## config.mk

```make
export PLATFORM = sky130hd
export DESIGN_NAME = xosc_fail_monitor
export DESIGN_NICKNAME = d
export VERILOG_FILES = /design/src/rtl/xfd_pkg.sv /design/src/rtl/xfd_edge_sync.sv /design/src/rtl/xfd_window.sv /design/src/rtl/xfd_ctrl.sv /design/src/rtl/xosc_fail_monitor.sv
export SDC_FILE = /design/constraint.sdc
export NUM_CORES = 1
export LEC_CHECK = 0
export CAP_MARGIN = 20
export CORE_MARGIN = 4
export CORE_UTILIZATION = 45
export CTS_CLUSTER_SIZE = 14
export DETAILED_ROUTE_END_ITERATION = 16
export GPL_ROUTABILITY_DRIVEN = 0
export PLACE_DENSITY_LB_ADDON = 0.3
export SYNTH_ARGS = -nofsm -noshare
export SYNTH_HDL_FRONTEND = slang
export SYNTH_HIERARCHICAL = 1
export SYNTH_SLANG_ARGS = --single-unit
```

## constraint.sdc

```tcl
create_clock -name clk_i -period 1.75 [get_ports clk_i]
set_clock_uncertainty 0.2 [all_clocks]
set_input_delay 0.35 -clock clk_i [delete_from_list [all_inputs] [get_ports clk_i]]
set_output_delay 0.35 -clock clk_i [all_outputs]
set_load 0.03 [all_outputs]
```

## src/rtl/xfd_pkg.sv

```systemverilog
package xfd_pkg;
  typedef struct packed {
    logic sw_int;
    logic xosc_off;
    logic lock_clr;
  } xfd_resp_t;

  localparam int unsigned WrEnBit  = 0;
  localparam int unsigned WrClrBit = 1;
endpackage

```

## src/rtl/xfd_edge_sync.sv

```systemverilog
module xfd_edge_sync #(
  parameter int unsigned STAGES = 2
) (
  input  logic clk_i,
  input  logic rst_ni,
  input  logic async_i,
  output logic rise_o
);
  logic [STAGES:0] sh_q;

  always_ff @(posedge clk_i or negedge rst_ni) begin
    if (!rst_ni) sh_q <= '0;
    else         sh_q <= {sh_q[STAGES-1:0], async_i};
  end

  assign rise_o = sh_q[STAGES-1] & ~sh_q[STAGES];
endmodule

```

## src/rtl/xfd_window.sv

```systemverilog
module xfd_window #(
  parameter int unsigned WIN_REFS  = 3,
  parameter int unsigned MIN_EDGES = 2
) (
  input  logic clk_i,
  input  logic rst_ni,
  input  logic arm_i,
  input  logic ref_rise_i,
  input  logic xosc_rise_i,
  output logic fail_evt_o
);
  localparam int unsigned RW = $clog2(WIN_REFS + 1);
  localparam int unsigned EW = $clog2(MIN_EDGES + 1);
  localparam logic [RW-1:0] RefLast = RW'(WIN_REFS);
  localparam logic [EW-1:0] EdgeMin = EW'(MIN_EDGES);

  logic [RW-1:0] ref_cnt_q;
  logic [EW-1:0] edge_cnt_q, edge_inc;
  logic          win_end;

  // saturating count, including an edge that coincides with window close
  always_comb begin
    edge_inc = edge_cnt_q;
    if (xosc_rise_i && edge_cnt_q != EdgeMin) edge_inc = edge_cnt_q + 1'b1;
  end

  assign win_end    = arm_i && ref_rise_i && (ref_cnt_q == RefLast);
  assign fail_evt_o = win_end && (edge_inc < EdgeMin);

  always_ff @(posedge clk_i or negedge rst_ni) begin
    if (!rst_ni) begin
      ref_cnt_q  <= '0;
      edge_cnt_q <= '0;
    end else if (!arm_i) begin
      ref_cnt_q  <= '0;
      edge_cnt_q <= '0;
    end else if (ref_rise_i) begin
      if (ref_cnt_q == '0 || ref_cnt_q == RefLast) begin
        // first edge primes a full window; last edge closes one and opens the next
        ref_cnt_q  <= RW'(1);
        edge_cnt_q <= '0;
      end else begin
        ref_cnt_q  <= ref_cnt_q + 1'b1;
        edge_cnt_q <= edge_inc;
      end
    end else if (ref_cnt_q != '0) begin
      edge_cnt_q <= edge_inc;
    end
  end
endmodule

```

## src/rtl/xfd_ctrl.sv

```systemverilog
module xfd_ctrl
  import xfd_pkg::*;
(
  input  logic       clk_i,
  input  logic       rst_ni,
  input  logic       xosc_en_i,
  input  logic       xosc_sel_i,
  input  logic       prot_open_i,
  input  logic       wr_en_i,
  input  logic [1:0] wr_data_i,
  input  logic       nmi_ack_i,
  input  logic       fail_evt_i,
  output logic       arm_o,
  output logic       det_en_o,
  output logic       fail_flag_o,
  output logic       nmi_req_o,
  output xfd_resp_t  resp_o
);
  logic tripped_q;

  assign arm_o = det_en_o & xosc_en_i & ~tripped_q;

  always_ff @(posedge clk_i or negedge rst_ni) begin
    if (!rst_ni) begin
      det_en_o    <= 1'b0;
      tripped_q   <= 1'b0;
      fail_flag_o <= 1'b0;
      nmi_req_o   <= 1'b0;
      resp_o      <= '0;
    end else begin
      if (wr_en_i && prot_open_i && wr_data_i[WrEnBit]) det_en_o <= 1'b1;

      if (fail_evt_i)      tripped_q <= 1'b1;
      else if (!xosc_en_i) tripped_q <= 1'b0;

      if (fail_evt_i)                          fail_flag_o <= 1'b1;
      else if (wr_en_i && wr_data_i[WrClrBit]) fail_flag_o <= 1'b0;

      if (fail_evt_i)     nmi_req_o <= 1'b1;
      else if (nmi_ack_i) nmi_req_o <= 1'b0;

      resp_o.sw_int   <= fail_evt_i & xosc_sel_i;
      resp_o.xosc_off <= fail_evt_i;
      resp_o.lock_clr <= fail_evt_i;
    end
  end
endmodule

```

## src/rtl/xosc_fail_monitor.sv

```systemverilog
module xosc_fail_monitor
  import xfd_pkg::*;
#(
  parameter int unsigned SYNC_STAGES = 2,
  parameter int unsigned WIN_REFS    = 3,
  parameter int unsigned MIN_EDGES   = 2
) (
  input  logic       clk_i,
  input  logic       rst_ni,
  input  logic       ref_clk_i,
  input  logic       xosc_clk_i,
  input  logic       xosc_en_i,
  input  logic       xosc_sel_i,
  input  logic       prot_open_i,
  input  logic       wr_en_i,
  input  logic [1:0] wr_data_i,
  input  logic       nmi_ack_i,
  output logic       det_en_o,
  output logic       fail_flag_o,
  output logic       nmi_req_o,
  output logic       sw_int_o,
  output logic       xosc_off_o,
  output logic       lock_clr_o
);
  logic      ref_rise, xosc_rise, arm, fail_evt;
  xfd_resp_t resp;

  xfd_edge_sync #(.STAGES(SYNC_STAGES)) u_ref_sync (
    .clk_i, .rst_ni, .async_i(ref_clk_i), .rise_o(ref_rise)
  );

  xfd_edge_sync #(.STAGES(SYNC_STAGES)) u_xosc_sync (
    .clk_i, .rst_ni, .async_i(xosc_clk_i), .rise_o(xosc_rise)
  );

  xfd_window #(.WIN_REFS(WIN_REFS), .MIN_EDGES(MIN_EDGES)) u_window (
    .clk_i, .rst_ni, .arm_i(arm), .ref_rise_i(ref_rise),
    .xosc_rise_i(xosc_rise), .fail_evt_o(fail_evt)
  );

  xfd_ctrl u_ctrl (
    .clk_i, .rst_ni, .xosc_en_i, .xosc_sel_i, .prot_open_i, .wr_en_i,
    .wr_data_i, .nmi_ack_i, .fail_evt_i(fail_evt), .arm_o(arm),
    .det_en_o, .fail_flag_o, .nmi_req_o, .resp_o(resp)
  );

  assign sw_int_o   = resp.sw_int;
  assign xosc_off_o = resp.xosc_off;
  assign lock_clr_o = resp.lock_clr;
endmodule

```

# Word-level counts from Yosys, hierarchy flattened
# Cells that the tools add are included.
word_totals:
  reg_bits: 16
  inputBits: 11
  output_inout_bits: 6
classes:
  n_addsub: 2
  n_lt_le_gt_ge: 1
  n_eq_ne: 5
  mux: 14
  bitwise: 8
  n_reduce_logical: 12
op_table:
  columns: ["operator", "count"]
  rows:
  - ["2-to-1 mux 2 bit", 8]
  - ["logical AND 1 bit", 7]
  - ["2-to-1 mux 1 bit", 6]
  - ["nonzero test 2 bit", 3]
  - ["AND 1 bit", 5]
  - ["adder 2 x 1 -> 2 bit (second input constant)", 2]
  - ["!= test 2 bit (second input constant)", 2]
  - ["!= test 3 bit (second input constant)", 1]
  - ["inverter 1 bit", 3]
  - ["== test 2 bit (second input constant)", 1]
  - ["zero test 2 bit", 1]
  - ["< comparator 2 bit (second input constant)", 1]
  - ["!= test 2 x 1 -> 1 bit (second input constant)", 1]
  - ["logical OR 1 bit", 1]

# Logic depth before layout (Yosys ltp)
depth:
  ltp_word: 7
  ltp_mapped: 6

# Hierarchy
# Netlist, hierarchy kept.
by_module_without_submodules:
  columns: ["module", "n_inst", "cells_each", "area_per_inst_um2", "seq_area_each_um2"]
  rows:
  - ["xfd_window", 1, 30, 292.8, 100.1]
  - ["xfd_ctrl", 1, 16, 210.2, 150.1]
  - ["xfd_edge_sync", 2, 4, 88.8, 75.1]

# Least setup slack after synthesis
# OpenSTA, ideal clock, no wires.
synth_timing:
  path_type: "register to register"
  start: "register u_ctrl.det_en_o"
  end: "register u_ctrl/resp_o[2] (netlist name)"
  setup_time_ns: 0.067
  arrival_time_ns: 1.434
  slack_ns: 0.049
  stages_incl_launch_ff: 6
  cell_sequence: "dfrtp_1 > nand2_1 > nor2_1 > nand3_1 > a211oi_1 > and2_1"
synth_between:
  elab_chain_len: 6
synth_rtl:
  columns: ["item", "line_no", "source"]
  rows:
  - ["from (decl)", "xfd_ctrl.sv:14", "output logic det_en_o,"]
  - ["from (signal assigned)", "xfd_ctrl.sv:25", "det_en_o <= 1'b0;"]
  - ["from (signal assigned)", "xfd_ctrl.sv:31", "if (wr_en_i && prot_open_i && wr_data_i[WrEnBit]) det_en_o <= 1'b1;"]
  - ["AND 1 bit (2 in a row)", "xfd_ctrl.sv:21", "assign arm_o = det_en_o & xosc_en_i & ~tripped_q;"]
  - ["named net arm", "xosc_fail_monitor.sv:25", "logic ref_rise, xosc_rise, arm, fail_evt;"]
  - ["logical AND 1 bit (2 in a row)", "xfd_window.sv:27", "assign win_end = arm_i && ref_rise_i && (ref_cnt_q == RefLast);"]
  - ["logical AND 1 bit", "xfd_window.sv:28", "assign fail_evt_o = win_end && (edge_inc < EdgeMin);"]
  - ["named net fail_evt", "xosc_fail_monitor.sv:25", null]
  - ["AND 1 bit", "xfd_ctrl.sv:42", "resp_o.sw_int <= fail_evt_i & xosc_sel_i;"]
  - ["to (decl)", "xfd_ctrl.sv:17", "output xfd_resp_t resp_o"]
# The timed path passes the listed nets, and every way through them passes these cells.
# A chain may end at the register's enable or synchronous reset.

# Final worst setup path
layout_timing:
  start: "register u_window.edge_cnt_q[1]"
  end: "register u_ctrl.fail_flag_o"
layout_between:
  elab_chain_len: 6
  word_cells_on_any_way: 8
layout_rtl:
  columns: ["item", "line_no", "source"]
  rows:
  - ["from (decl)", "xfd_window.sv:18", "logic [EW-1:0] edge_cnt_q, edge_inc;"]
  - ["from (signal assigned)", "xfd_window.sv:44", "edge_cnt_q <= edge_inc;"]
  - ["from (signal assigned)", "xfd_window.sv:47", "edge_cnt_q <= edge_inc;"]
  - ["branches (longest 2 deep; another with adder 2 x 1 -> 2 bit)", null, null]
  - ["2-to-1 mux 2 bit (*)", "xfd_window.sv:24", "if (xosc_rise_i && edge_cnt_q != EdgeMin) edge_inc = edge_cnt_q + 1'b1;"]
  - ["< comparator 2 bit (*)", "xfd_window.sv:28", null]
  - ["logical AND 1 bit (*)", "xfd_window.sv:28", null]
  - ["named net fail_evt", "xosc_fail_monitor.sv:25", null]
  - ["2-to-1 mux 1 bit or nonzero test 2 bit (tied branches)", null, null]
  - ["to (signal assigned)", "xfd_ctrl.sv:27", "fail_flag_o <= 1'b0;"]
  - ["to (signal assigned)", "xfd_ctrl.sv:36", "if (fail_evt_i) fail_flag_o <= 1'b1;"]
  - ["to (signal assigned)", "xfd_ctrl.sv:37", "else if (wr_en_i && wr_data_i[WrClrBit]) fail_flag_o <= 1'b0;"]
  - ["to (decl)", "xfd_ctrl.sv:15", "output logic fail_flag_o,"]
# Mark *: on every way through the listed nets, which the timed path passes.

==> impl_metrics.py <==
metrics = {
    "global_route": {
        "grt_pass1_vias": 522,
        "track_usage_pct": 15.3,
        "gr-total-overflow": 0,
        "antenna_found_initial": 0,
        "grt_pass1_wl_um": 2300,
        "grt_max_degree": 17,
    },
    "cts": {
        "cts_num_sinks": 16,
        "cts_resized": 6,
        "postCtsHoldBufs": 0,
        "clkTransAtPathRegs_ns": 0.10,
        "cts_max_path_buffers": 2,
        "insertion_delay_ns": 0.28,
        "root_buffer": "clkbuf_4",
        "htree_levels": 1,
        "cts_tree": "yes",
        "cts_buffers": 3,
        "post_cts_buffers": 0,
    },
    "sta": {
        "fmax_ghz": 0.610,
        "setup_viol": 0,
        "hold_viol": 0,
        "min_period_over_period_pct": 93.6,
        "worst_pin_slew_ns": 0.310,
        "timing.hold.ws_ns": 0.155,
        "slew_headroom_pct": 79.4,
        "min_period_ns": 1.64,
        "drv_slew": 0,
        "setup_tns_ns": 0,
        "rsz0062_at_grt": "no",
    },
    "cells_and_area": {
        "seqCellArea_um2": 400,
        "multi_input_comb_area_um2": 255,
        "drive_above_1_share_pct": 17.1,
        "fin_cells": 91,
        "final_common_cell": "dfrtp_1",
        "area_delta_synth_final_pct": 33.5,
        "num_antenna_cells": 0,
        "fin_nets": 92,
        "final_cell_mix": "16 x dfrtp_1, 10 x clkdlybuf4s50_1, 6 x dlygate4sd2_1, 6 x inv_1, 4 x ha_1",
        "fillerInstances": 113,
    },
    "die": {
        "fp.coreArea_um2": 1370,
        "row_count": 13,
        "initial_core_util_pct": 49.8,
        "fp.dieH_um": 46.9,
        "die_width_um": 46.9,
        "design.die.area_um2": 2200,
        "boundaryPins": 17,
    },
    "setup_path": {
        "crit_arrival_ns": 1.62,
        "critPathCaptureType": "register",
        "critPathSlowestCell": "dfrtp_1",
        "crit_fanout": 5,
        "cp_cell_sequence": "ha_1 > nand2b_1 > nor2_1 > a211oi_2 > buf_4 > a21o_1",
        "worst_r2r_path_depth": 6,
        "path_class": "reg2reg",
        "start_kind": "register",
        "reg2reg_slack_ns": 0.11,
        "cp.required_ns": 1.73,
        "cp_slowest_stage_delay_ns": 0.43,
    },
    "synth": {
        "synth_edf_count": 0,
        "synth_compound_area_share_pct": 10.3,
        "synthTopCellsByArea": "dfrtp_1 59%, ha_1 7.4%, nor2b_4 4.0%",
        "synth_top_family_by_area": "simple AND/OR/NAND/NOR gates",
        "seq_area_frac_synth_pct": 58.8,
        "yosys.area.top_type": "dfrtp_1",
        "synth_async_sr_flop_share_pct": 100,
        "avgSynthCellArea_um2": 12.6,
        "synth_flop_cell": "dfrtp_1",
        "syn_nets": 69,
        "synth_xor_area_share_pct": 0,
        "ys_ff_latch": 16,
        "ys_types": 23,
        "synth_area_um2": 681,
        "yosys.area_share.simple_pct": 17.6,
        "syn_inst": 54,
        "synthMuxAreaShare_pct": 1.47,
        "synthAdderAreaFrac_pct": 7.35,
        "yosysWarnings": 6,
        "yosys.area.top_type_share_pct": 58.8,
    },
    "power_and_ir_drop": {
        "p_total_w": 0.000717,
        "p_int_w": 0.000555,
        "p_sw_share_pct": 22.6,
        "power.leakage_nw": 0.486,
        "powerDensity_nw_per_um2": 789,
        "clock_power_share_pct": 33.9,
        "p_seq_share_pct": 54.7,
        "ir_drop_mv": 0.525,
        "combPwrFrac_pct": 11.4,
        "p_switching_w": 0.000162,
    },
    "drt": {
        "finalWirelength_um": 1230,
        "drt_iter0_drc": 4,
        "vias": 458,
        "drc_errors": 0,
        "ant_nets": 0,
        "wl_per_cell_um": 13.5,
        "drtPass1Iterations": 2,
        "via_per_inst": 5.03,
    },
    "worst_hold_path": {
        "hold_depth": 0,
        "hp-class": "reg2reg",
    },
    "placed_design": {
        "place_hpwl_um": 916,
        "dp_cells": 87,
        "io_buffer_count": 16,
    },
    "outcome": {
        "status": "finished clean",
    },
    "job": {
        "maxCapViolations": 0,
    },
}
==> worst max-delay path: cells and delay by family (launching register included) <==
kind / cells / cell delay, ns
flops: 1 / 0.43
compound gates: 2 / 0.21
fa+ha+maj: 1 / 0.21
simple gates: 2 / 0.33
buf+inv: 1 / 0.16
==> through the flow <==
stage          worst slack, ns  utilization (%)  cell area [um2]
6_report                 0.112             66.5              908
3_3_place_gp           -0.0322             64.0              875
5_1_grt                0.00720             66.5              908
3_5_place_dp            -0.154             64.0              875
4_1_cts                  0.118             66.1              903
2_1_floorplan           0.0487                -              681
==> synthesized netlist by cell type (all sizes together), types with 2 or more instances <==
| cell type | count |
|---|---|
| nor2b | 4 |
| dfrtp | 16 |
| inv | 6 |
| a21o | 3 |
| nand2b | 2 |
| ha | 4 |
| nand2 | 3 |
| nor2 | 3 |
==> kinds of logic after synthesis <==
logic type | count (synthesis)
mux | 1
simple gates | 17
flops | 16
compound gates | 9
buf+inv | 7
fa+ha+maj | 4
==> per-layer routing <==
layer  GRT usage, %  up-vias  wire length, um
met1           18.0      216              536
met5              0        -                0
li1               -      227                -
met2           25.5       13              616
met4           9.94        0               17
met3           2.68        2               61
==> path summary, 6_finish.rpt <==
| kind | startpoint | end |
|---|---|---|
| worst min register to register | u_xosc_sync/sh_q[0] | u_xosc_sync/sh_q[1] |
| max in group asynchronous | rst_ni | u_ctrl/fail_flag_o |
| min in group asynchronous | rst_ni | u_xosc_sync/sh_q[2] |
| worst max-delay path | u_window/edge_cnt_q[1] | u_ctrl/fail_flag_o |
| worst min-delay path | u_xosc_sync/sh_q[0] | u_xosc_sync/sh_q[1] |
| worst max register to register | u_window/edge_cnt_q[1] | u_ctrl/fail_flag_o |
==> state kept, by name, indices dropped and copies added (netlist names) <==
register,cells
u_ref_sync/sh_q,3
u_ctrl/nmi_req_o,1
u_ctrl/fail_flag_o,1
u_ctrl/det_en_o,1
u_xosc_sync/sh_q,3
u_ctrl/tripped_q,1
u_window/edge_cnt_q,2
u_ctrl/resp_o,2
u_window/ref_cnt_q,2
==> final cells by class <==
| class | instances | area share, % |
|---|---|---|
| multi-input cells | 31 | 28.1 |
| repair buffers | 19 | 19.3 |
| clock buffers | 4 | 3.99 |
| flip-flops and latches | 16 | 44.1 |
| inverters | 6 | 2.48 |
| well taps | 15 | 2.07 |
==> power by group through the flow <==
stage	clock [W]	sequential [W]	combinational (W)
floorplan	0	0.000397	0.0000406
global placement	0	0.000398	0.0000804
detailed placement	0	0.000399	0.0000823
CTS	0.000251	0.000392	0.0000827
global route	0.000269	0.000394	0.0000918
finish	0.000243	0.000392	0.0000818
No activity file was read; power rests on OpenSTA's default activity.
